**src/rtl/spi_sub_pkg.sv**
```systemverilog
package spi_sub_pkg;
    localparam int IRQ_W     = 4;
    localparam int IRQ_WORD  = 0;
    localparam int IRQ_OVF   = 1;
    localparam int IRQ_SEL   = 2;
    localparam int IRQ_DESEL = 3;
endpackage

```
**src/rtl/spi_sub_sync.sv**
```systemverilog
module spi_sub_sync #(
    parameter int            W       = 3,
    parameter logic [W-1:0]  RST_VAL = '0
) (
    input  logic         clk,
    input  logic         rst_n,
    input  logic [W-1:0] din,
    output logic [W-1:0] dout
);
    typedef struct packed {
        logic [W-1:0] s1;
        logic [W-1:0] s2;
    } sync_t;

    sync_t st_d, st_q;

    always_comb begin
        st_d    = st_q;
        st_d.s1 = din;
        st_d.s2 = st_q.s1;
    end

    always_ff @(posedge clk or negedge rst_n) begin
        if (!rst_n) begin
            st_q <= '{s1: RST_VAL, s2: RST_VAL};
        end else begin
            st_q <= st_d;
        end
    end

    assign dout = st_q.s2;
endmodule

```
**src/rtl/spi_sub_shift.sv**
```systemverilog
module spi_sub_shift #(
    parameter int W = 8
) (
    input  logic         clk,
    input  logic         rst_n,
    input  logic         sclk_s,
    input  logic         mosi_s,
    input  logic         cs_n_s,
    input  logic [W-1:0] tx_word,
    output logic         miso,
    output logic         word_done,
    output logic [W-1:0] rx_word,
    output logic         cs_fall,
    output logic         cs_rise
);
    localparam int          CW   = (W > 2) ? $clog2(W) : 1;
    localparam logic [CW-1:0] LAST = CW'(W - 1);

    typedef struct packed {
        logic          sclk_p;
        logic          cs_p;
        logic [W-1:0]  shreg;
        logic          smp;
        logic [CW-1:0] cnt;
        logic          reload;
    } shift_t;

    shift_t st_d, st_q;
    logic   sclk_rise, sclk_fall;

    always_comb begin
        st_d      = st_q;
        word_done = 1'b0;
        sclk_rise = sclk_s & ~st_q.sclk_p;
        sclk_fall = ~sclk_s & st_q.sclk_p;
        cs_fall   = st_q.cs_p & ~cs_n_s;
        cs_rise   = ~st_q.cs_p & cs_n_s;
        rx_word   = {st_q.shreg[W-2:0], mosi_s};

        st_d.sclk_p = sclk_s;
        st_d.cs_p   = cs_n_s;

        if (cs_n_s) begin
            st_d.cnt    = '0;
            st_d.reload = 1'b0;
        end else if (cs_fall) begin
            st_d.shreg  = tx_word;
            st_d.cnt    = '0;
            st_d.reload = 1'b0;
        end else begin
            if (sclk_rise) begin
                st_d.smp = mosi_s;
                if (st_q.cnt == LAST) begin
                    word_done   = 1'b1;
                    st_d.cnt    = '0;
                    st_d.reload = 1'b1;
                end else begin
                    st_d.cnt = st_q.cnt + CW'(1);
                end
            end
            if (sclk_fall) begin
                if (st_q.reload) begin
                    st_d.shreg  = tx_word;
                    st_d.reload = 1'b0;
                end else begin
                    st_d.shreg = {st_q.shreg[W-2:0], st_q.smp};
                end
            end
        end
    end

    always_ff @(posedge clk or negedge rst_n) begin
        if (!rst_n) begin
            st_q <= '{sclk_p: 1'b0, cs_p: 1'b1, shreg: '0, smp: 1'b0,
                      cnt: '0, reload: 1'b0};
        end else begin
            st_q <= st_d;
        end
    end

    assign miso = st_q.shreg[W-1];
endmodule

```
**src/rtl/spi_sub_fifo.sv**
```systemverilog
module spi_sub_fifo #(
    parameter int W     = 8,
    parameter int DEPTH = 4
) (
    input  logic                       clk,
    input  logic                       rst_n,
    input  logic                       push,
    input  logic [W-1:0]               push_data,
    input  logic                       pop,
    output logic [W-1:0]               rd_data,
    output logic                       not_empty,
    output logic                       full,
    output logic [$clog2(DEPTH+1)-1:0] count
);
    localparam int AW    = (DEPTH > 1) ? $clog2(DEPTH) : 1;
    localparam int CNT_W = $clog2(DEPTH + 1);
    localparam logic [AW-1:0]    PTR_LAST = AW'(DEPTH - 1);
    localparam logic [CNT_W-1:0] CNT_MAX  = CNT_W'(DEPTH);

    typedef struct packed {
        logic [DEPTH-1:0][W-1:0] mem;
        logic [AW-1:0]           wr;
        logic [AW-1:0]           rd;
        logic [CNT_W-1:0]        cnt;
    } fifo_t;

    fifo_t st_d, st_q;
    logic  do_push, do_pop;

    always_comb begin
        st_d    = st_q;
        full    = (st_q.cnt == CNT_MAX);
        do_pop  = pop & (st_q.cnt != '0);
        do_push = push & ~full;
        if (do_push) begin
            st_d.mem[st_q.wr] = push_data;
            st_d.wr = (st_q.wr == PTR_LAST) ? '0 : st_q.wr + AW'(1);
        end
        if (do_pop) begin
            st_d.rd = (st_q.rd == PTR_LAST) ? '0 : st_q.rd + AW'(1);
        end
        st_d.cnt = st_q.cnt + CNT_W'(do_push) - CNT_W'(do_pop);
    end

    always_ff @(posedge clk or negedge rst_n) begin
        if (!rst_n) begin
            st_q <= '0;
        end else begin
            st_q <= st_d;
        end
    end

    assign rd_data   = st_q.mem[st_q.rd];
    assign not_empty = (st_q.cnt != '0);
    assign count     = st_q.cnt;
endmodule

```
**src/rtl/spi_sub_rxq.sv**
```systemverilog
module spi_sub_rxq
    import spi_sub_pkg::*;
#(
    parameter int WORD_W     = 8,
    parameter int FIFO_DEPTH = 4
) (
    input  logic              clk,
    input  logic              rst_n,
    input  logic              cs_n_i,
    input  logic              sclk_i,
    input  logic              mosi_i,
    output logic              miso_o,
    output logic              miso_oe_o,
    input  logic [WORD_W-1:0] tx_word_i,
    input  logic              tx_load_i,
    input  logic              rd_en_i,
    output logic [WORD_W-1:0] rd_data_o,
    output logic              rd_valid_o,
    output logic [IRQ_W-1:0]  irq_o,
    input  logic [IRQ_W-1:0]  irq_clr_i
);
    localparam int CNT_W = $clog2(FIFO_DEPTH + 1);

    typedef struct packed {
        logic [WORD_W-1:0] tx_hold;
        logic [IRQ_W-1:0]  irq;
    } top_t;

    top_t              st_d, st_q;
    logic [2:0]        pins_s;
    logic              cs_n_s, sclk_s, mosi_s;
    logic              shift_miso, word_done, cs_fall, cs_rise;
    logic [WORD_W-1:0] rx_word;
    logic              fifo_full;
    logic [CNT_W-1:0]  fifo_cnt;
    logic [IRQ_W-1:0]  irq_set;

    spi_sub_sync #(.W(3), .RST_VAL(3'b100)) u_sync (
        .clk  (clk),
        .rst_n(rst_n),
        .din  ({cs_n_i, mosi_i, sclk_i}),
        .dout (pins_s)
    );
    assign cs_n_s = pins_s[2];
    assign mosi_s = pins_s[1];
    assign sclk_s = pins_s[0];

    spi_sub_shift #(.W(WORD_W)) u_shift (
        .clk      (clk),
        .rst_n    (rst_n),
        .sclk_s   (sclk_s),
        .mosi_s   (mosi_s),
        .cs_n_s   (cs_n_s),
        .tx_word  (st_q.tx_hold),
        .miso     (shift_miso),
        .word_done(word_done),
        .rx_word  (rx_word),
        .cs_fall  (cs_fall),
        .cs_rise  (cs_rise)
    );

    spi_sub_fifo #(.W(WORD_W), .DEPTH(FIFO_DEPTH)) u_fifo (
        .clk      (clk),
        .rst_n    (rst_n),
        .push     (word_done),
        .push_data(rx_word),
        .pop      (rd_en_i),
        .rd_data  (rd_data_o),
        .not_empty(rd_valid_o),
        .full     (fifo_full),
        .count    (fifo_cnt)
    );

    always_comb begin
        st_d               = st_q;
        irq_set            = '0;
        irq_set[IRQ_WORD]  = word_done;
        irq_set[IRQ_OVF]   = word_done & fifo_full;
        irq_set[IRQ_SEL]   = cs_fall;
        irq_set[IRQ_DESEL] = cs_rise;
        st_d.irq           = (st_q.irq & ~irq_clr_i) | irq_set;
        if (tx_load_i) begin
            st_d.tx_hold = tx_word_i;
        end
    end

    always_ff @(posedge clk or negedge rst_n) begin
        if (!rst_n) begin
            st_q <= '0;
        end else begin
            st_q <= st_d;
        end
    end

    assign miso_oe_o = ~cs_n_s;
    assign miso_o    = miso_oe_o & shift_miso;
    assign irq_o     = st_q.irq;
endmodule

```
**config.mk**
```make
export PLATFORM = sky130hd
export DESIGN_NAME = spi_sub_rxq
export DESIGN_NICKNAME = d
export VERILOG_FILES = /design/src/rtl/spi_sub_pkg.sv /design/src/rtl/spi_sub_sync.sv /design/src/rtl/spi_sub_shift.sv /design/src/rtl/spi_sub_fifo.sv /design/src/rtl/spi_sub_rxq.sv
export SDC_FILE = /design/constraint.sdc
export NUM_CORES = 1
export LEC_CHECK = 0
export BUFFER_PORTS_ARGS = -buffer_cell sky130_fd_sc_hd__clkbuf_2
export CAP_MARGIN = 20
export CORE_MARGIN = 1
export CORE_UTILIZATION = 50
export CTS_CLUSTER_DIAMETER = 120
export CTS_CLUSTER_SIZE = 28
export DETAILED_ROUTE_END_ITERATION = 8
export GPL_TIMING_DRIVEN = 0
export PLACE_DENSITY = 0.74
export SLEW_MARGIN = 20
export SYNTH_ARGS = -nofsm -noshare
export SYNTH_HDL_FRONTEND = slang
export SYNTH_SLANG_ARGS = --single-unit
```
**constraint.sdc**
```tcl
create_clock -name clk -period 2.8 [get_ports clk]
set_input_delay 0.42 -clock clk [delete_from_list [all_inputs] [get_ports clk]]
set_output_delay 0.42 -clock clk [all_outputs]
set_load 0.005 [all_outputs]
```
==> impl_metrics.json <==
{
  "design_area_mm2": 0.00355,
  "relSlewSlack": 0.342,
  "synth_compound_area_frac": 0.0441,
  "avgSynthCellArea_um2": 14.1,
  "grt_first_pass_wirelength_um": 8200,
  "synth_top_family_by_area": "multiplexers",
  "clk_path_buf_depth": 2,
  "period_share": 0.895,
  "antenna_found_initial": 0,
  "path_clk_slew_ns": 0.07,
  "cts_tree": "built",
  "critical_path_class": "flop to flop",
  "rr_endpoint": "u_fifo.count[2]",
  "p_leak_nw": 1.78,
  "hold_buffers": 0,
  "ir_worst_vdd_mv": 0.405,
  "start_kind": "flop",
  "drt_iter0_markers": 85,
  "hold_violations": 0,
  "core_mm2": 0.00596,
  "antenna_left": 0,
  "post_cts_buffers": 0,
  "place_area_mm2": 0.00337,
  "end_kind": "flop",
  "drc": 0,
  "synth.distinct_cells": 28,
  "hold_path_class": "input pin to asynchronous set/reset pin",
  "synth_nets": 249,
  "num_vias": 1783,
  "finClkSkew_ns": 0.00578,
  "numCtsBuffers": 9,
  "synth_xor_area_frac": 0.00567,
  "outcome": "complete, no violations",
  "ys_warn_count": 0,
  "clock_sink_count": 72,
  "hpwl_um": 3430,
  "ctsRootBufferMaster": "clkbuf_8",
  "reg2reg_depth": 8,
  "critPathRequiredTime_ns": 3.02,
  "drv_slew": 0,
  "synth-adder-area-share": 0.0429,
  "area_growth_pct": 14.9,
  "start_util": 0.519,
  "worst-path-buf-inv": 2,
  "syn-cell-area_mm2": 0.00309,
  "slowest_delay_ns": 0.65,
  "insertion_delay_ns": 0.34,
  "wl_um": 4880,
  "fin_nets": 293,
  "grtUsageTotal": 0.176,
  "io_pins": 34,
  "portBuffers": 32,
  "synthSimpleGateAreaFrac": 0.0469,
  "crit_fanout": 9,
  "rsz0062_at_grt": "no",
  "htree_num_levels": 3,
  "cts.repair.resized": 0,
  "die_x_um": 80.6,
  "path_common_cell": "xnor2_1",
  "power_density_mw_per_mm2": 659,
  "drive_above_1_share": 0.401,
  "diodes": 0,
  "die_area_mm2": 0.00650,
  "grt_overflow_total": 0,
  "die_y_um": 80.6,
  "tns_ns": 0,
  "syn_inst": 220,
  "reg2reg_slack_ns": 0.29,
  "cp_top_family": "compound AO/OA/AOI/OAI gates",
  "rr_startpoint": "u_sync.dout[2]",
  "yosysSeqAreaShare": 0.584,
  "cp.arrival_ns": 2.73,
  "gp_congestion": 0.680,
  "wl_per_cell_um": 14.2,
  "hold_slack_ns": 0.116,
  "path_cells": "or2_1 -> clkbuf_1 -> a2111oi_4 -> ha_1 -> inv_1 -> fa_1 -> xnor2_1 -> xnor2_1",
  "ys_ff_latch": 72,
  "worst_slew_pin_slew_ns": 0.987,
  "finalSetupViolations": 0,
  "fp-row-count": 28,
  "first_global_vias": 1731,
  "first_pass_iters": 4,
  "period_minus_slack_ns": 2.51,
  "grt_max_degree": 44,
  "fmax_ghz": 0.399,
  "synthMuxAreaShare": 0.244,
  "cap_violations": 0,
  "crit_slowest_cell": "a2111oi_4",
  "vias_per_cell": 5.18
}
power breakdown:
part           switching [mW]  internal [mW]
logic                   0.191          0.181
clock network           0.351          0.394
registers              0.0930           1.13
kinds of logic after synthesis:
kind of cell | after synthesis
flops | 72
xor+xnor | 2
simple gates | 32
buf+inv | 23
fa+ha+maj | 10
mux | 60
compound gates | 21
through the flow:
stage | worst slack [ns] | std cells | power (mW) | util
floorplan | 0.478 | 220 | 1.49 | -
global placement | 0.308 | 327 | 1.60 | 0.562
detailed placement | 0.290 | 328 | 1.63 | 0.566
CTS | 0.281 | 344 | 2.37 | 0.597
global route | 0.0635 | 344 | 2.48 | 0.597
finish | 0.295 | 344 | 2.34 | 0.597
worst max path at each step:
stage / startpoint / end / slack [ns] / cells past startpoint
global route: u_shift.st_q[1] / u_fifo.count[2] / 0.06 / 9
global placement: u_sync.dout[2] / u_fifo.count[2] / 0.31 / 8
floorplan: u_sync.dout[2] / u_fifo.count[2] / 0.48 / 8
CTS: u_sync.dout[2] / u_fifo.count[2] / 0.28 / 8
detailed placement: u_sync.dout[2] / u_fifo.count[2] / 0.29 / 8
finish: u_sync.dout[2] / u_fifo.count[2] / 0.29 / 8
sequential cells by signal, indices dropped and copies added, names as in the netlist:
name and count:
u_shift.rx_word 7, u_fifo.st_q 36, u_fifo.count 3, irq_o 4, u_shift.st_q 7, st_q 8
u_sync.dout 3, u_sync.st_d 3, u_shift.miso 1
synthesized netlist by cell type:
cell / instances / area share
fa_1: 1 / 0.0065
nand2_2: 4 / 0.0081
mux2_2: 41 / 0.15
dfrtp_1: 69 / 0.56
or2_1: 1 / 0.0020
nor2_1: 8 / 0.0097
inv_1: 13 / 0.016
nor3_1: 2 / 0.0032
xnor2_1: 2 / 0.0057
buf_1: 1 / 0.0012
mux2_1: 1 / 0.0036
or3_1: 1 / 0.0020
a21oi_1: 4 / 0.0065
a21o_1: 1 / 0.0024
dfstp_2: 3 / 0.025
nand2_1: 13 / 0.016
buf_4: 4 / 0.0097
a2111oi_4: 1 / 0.0089
clkbuf_1: 5 / 0.0061
o22ai_1: 2 / 0.0040
nor2b_1: 2 / 0.0040
a22o_1: 1 / 0.0028
nand2b_1: 1 / 0.0020
o21ai_1: 1 / 0.0016
ha_1: 9 / 0.036
mux4_2: 8 / 0.058
o21ai_0: 11 / 0.018
mux2i_1: 10 / 0.032
cells in the final DEF (no fill, tap or decap), types with 7 or more instances in the layout:
cell type | netlist | routed
clkbuf_2 | 0 | 31
dfrtp_1 | 69 | 69
clkbuf_1 | 5 | 7
inv_1 | 13 | 13
o21ai_0 | 11 | 11
mux4_2 | 8 | 8
nor2_1 | 8 | 8
clkbuf_8 | 0 | 12
nand2_1 | 13 | 13
mux2i_1 | 10 | 10
mux2_2 | 41 | 41
ha_1 | 9 | 9
metal layers:
metal	GRT usage	routed length (µm)	vias to the layer above
li1	-	-	857
met1	0.227	2220	888
met4	0.0804	82	0
met2	0.275	2390	31
met3	0.0489	179	7
met5	0	0	-
layout make-up:
class,instances,area (µm²)
fill,500,2400
sequential,72,1810
multi-input combinational,125,1180
timing repair buffer,33,183
clock buffer,14,173
tap,75,93.8
buffer,10,52.6
inverter,13,48.8
clock inverter,2,12.5
Note: power is estimated with default switching activity, not from simulation.
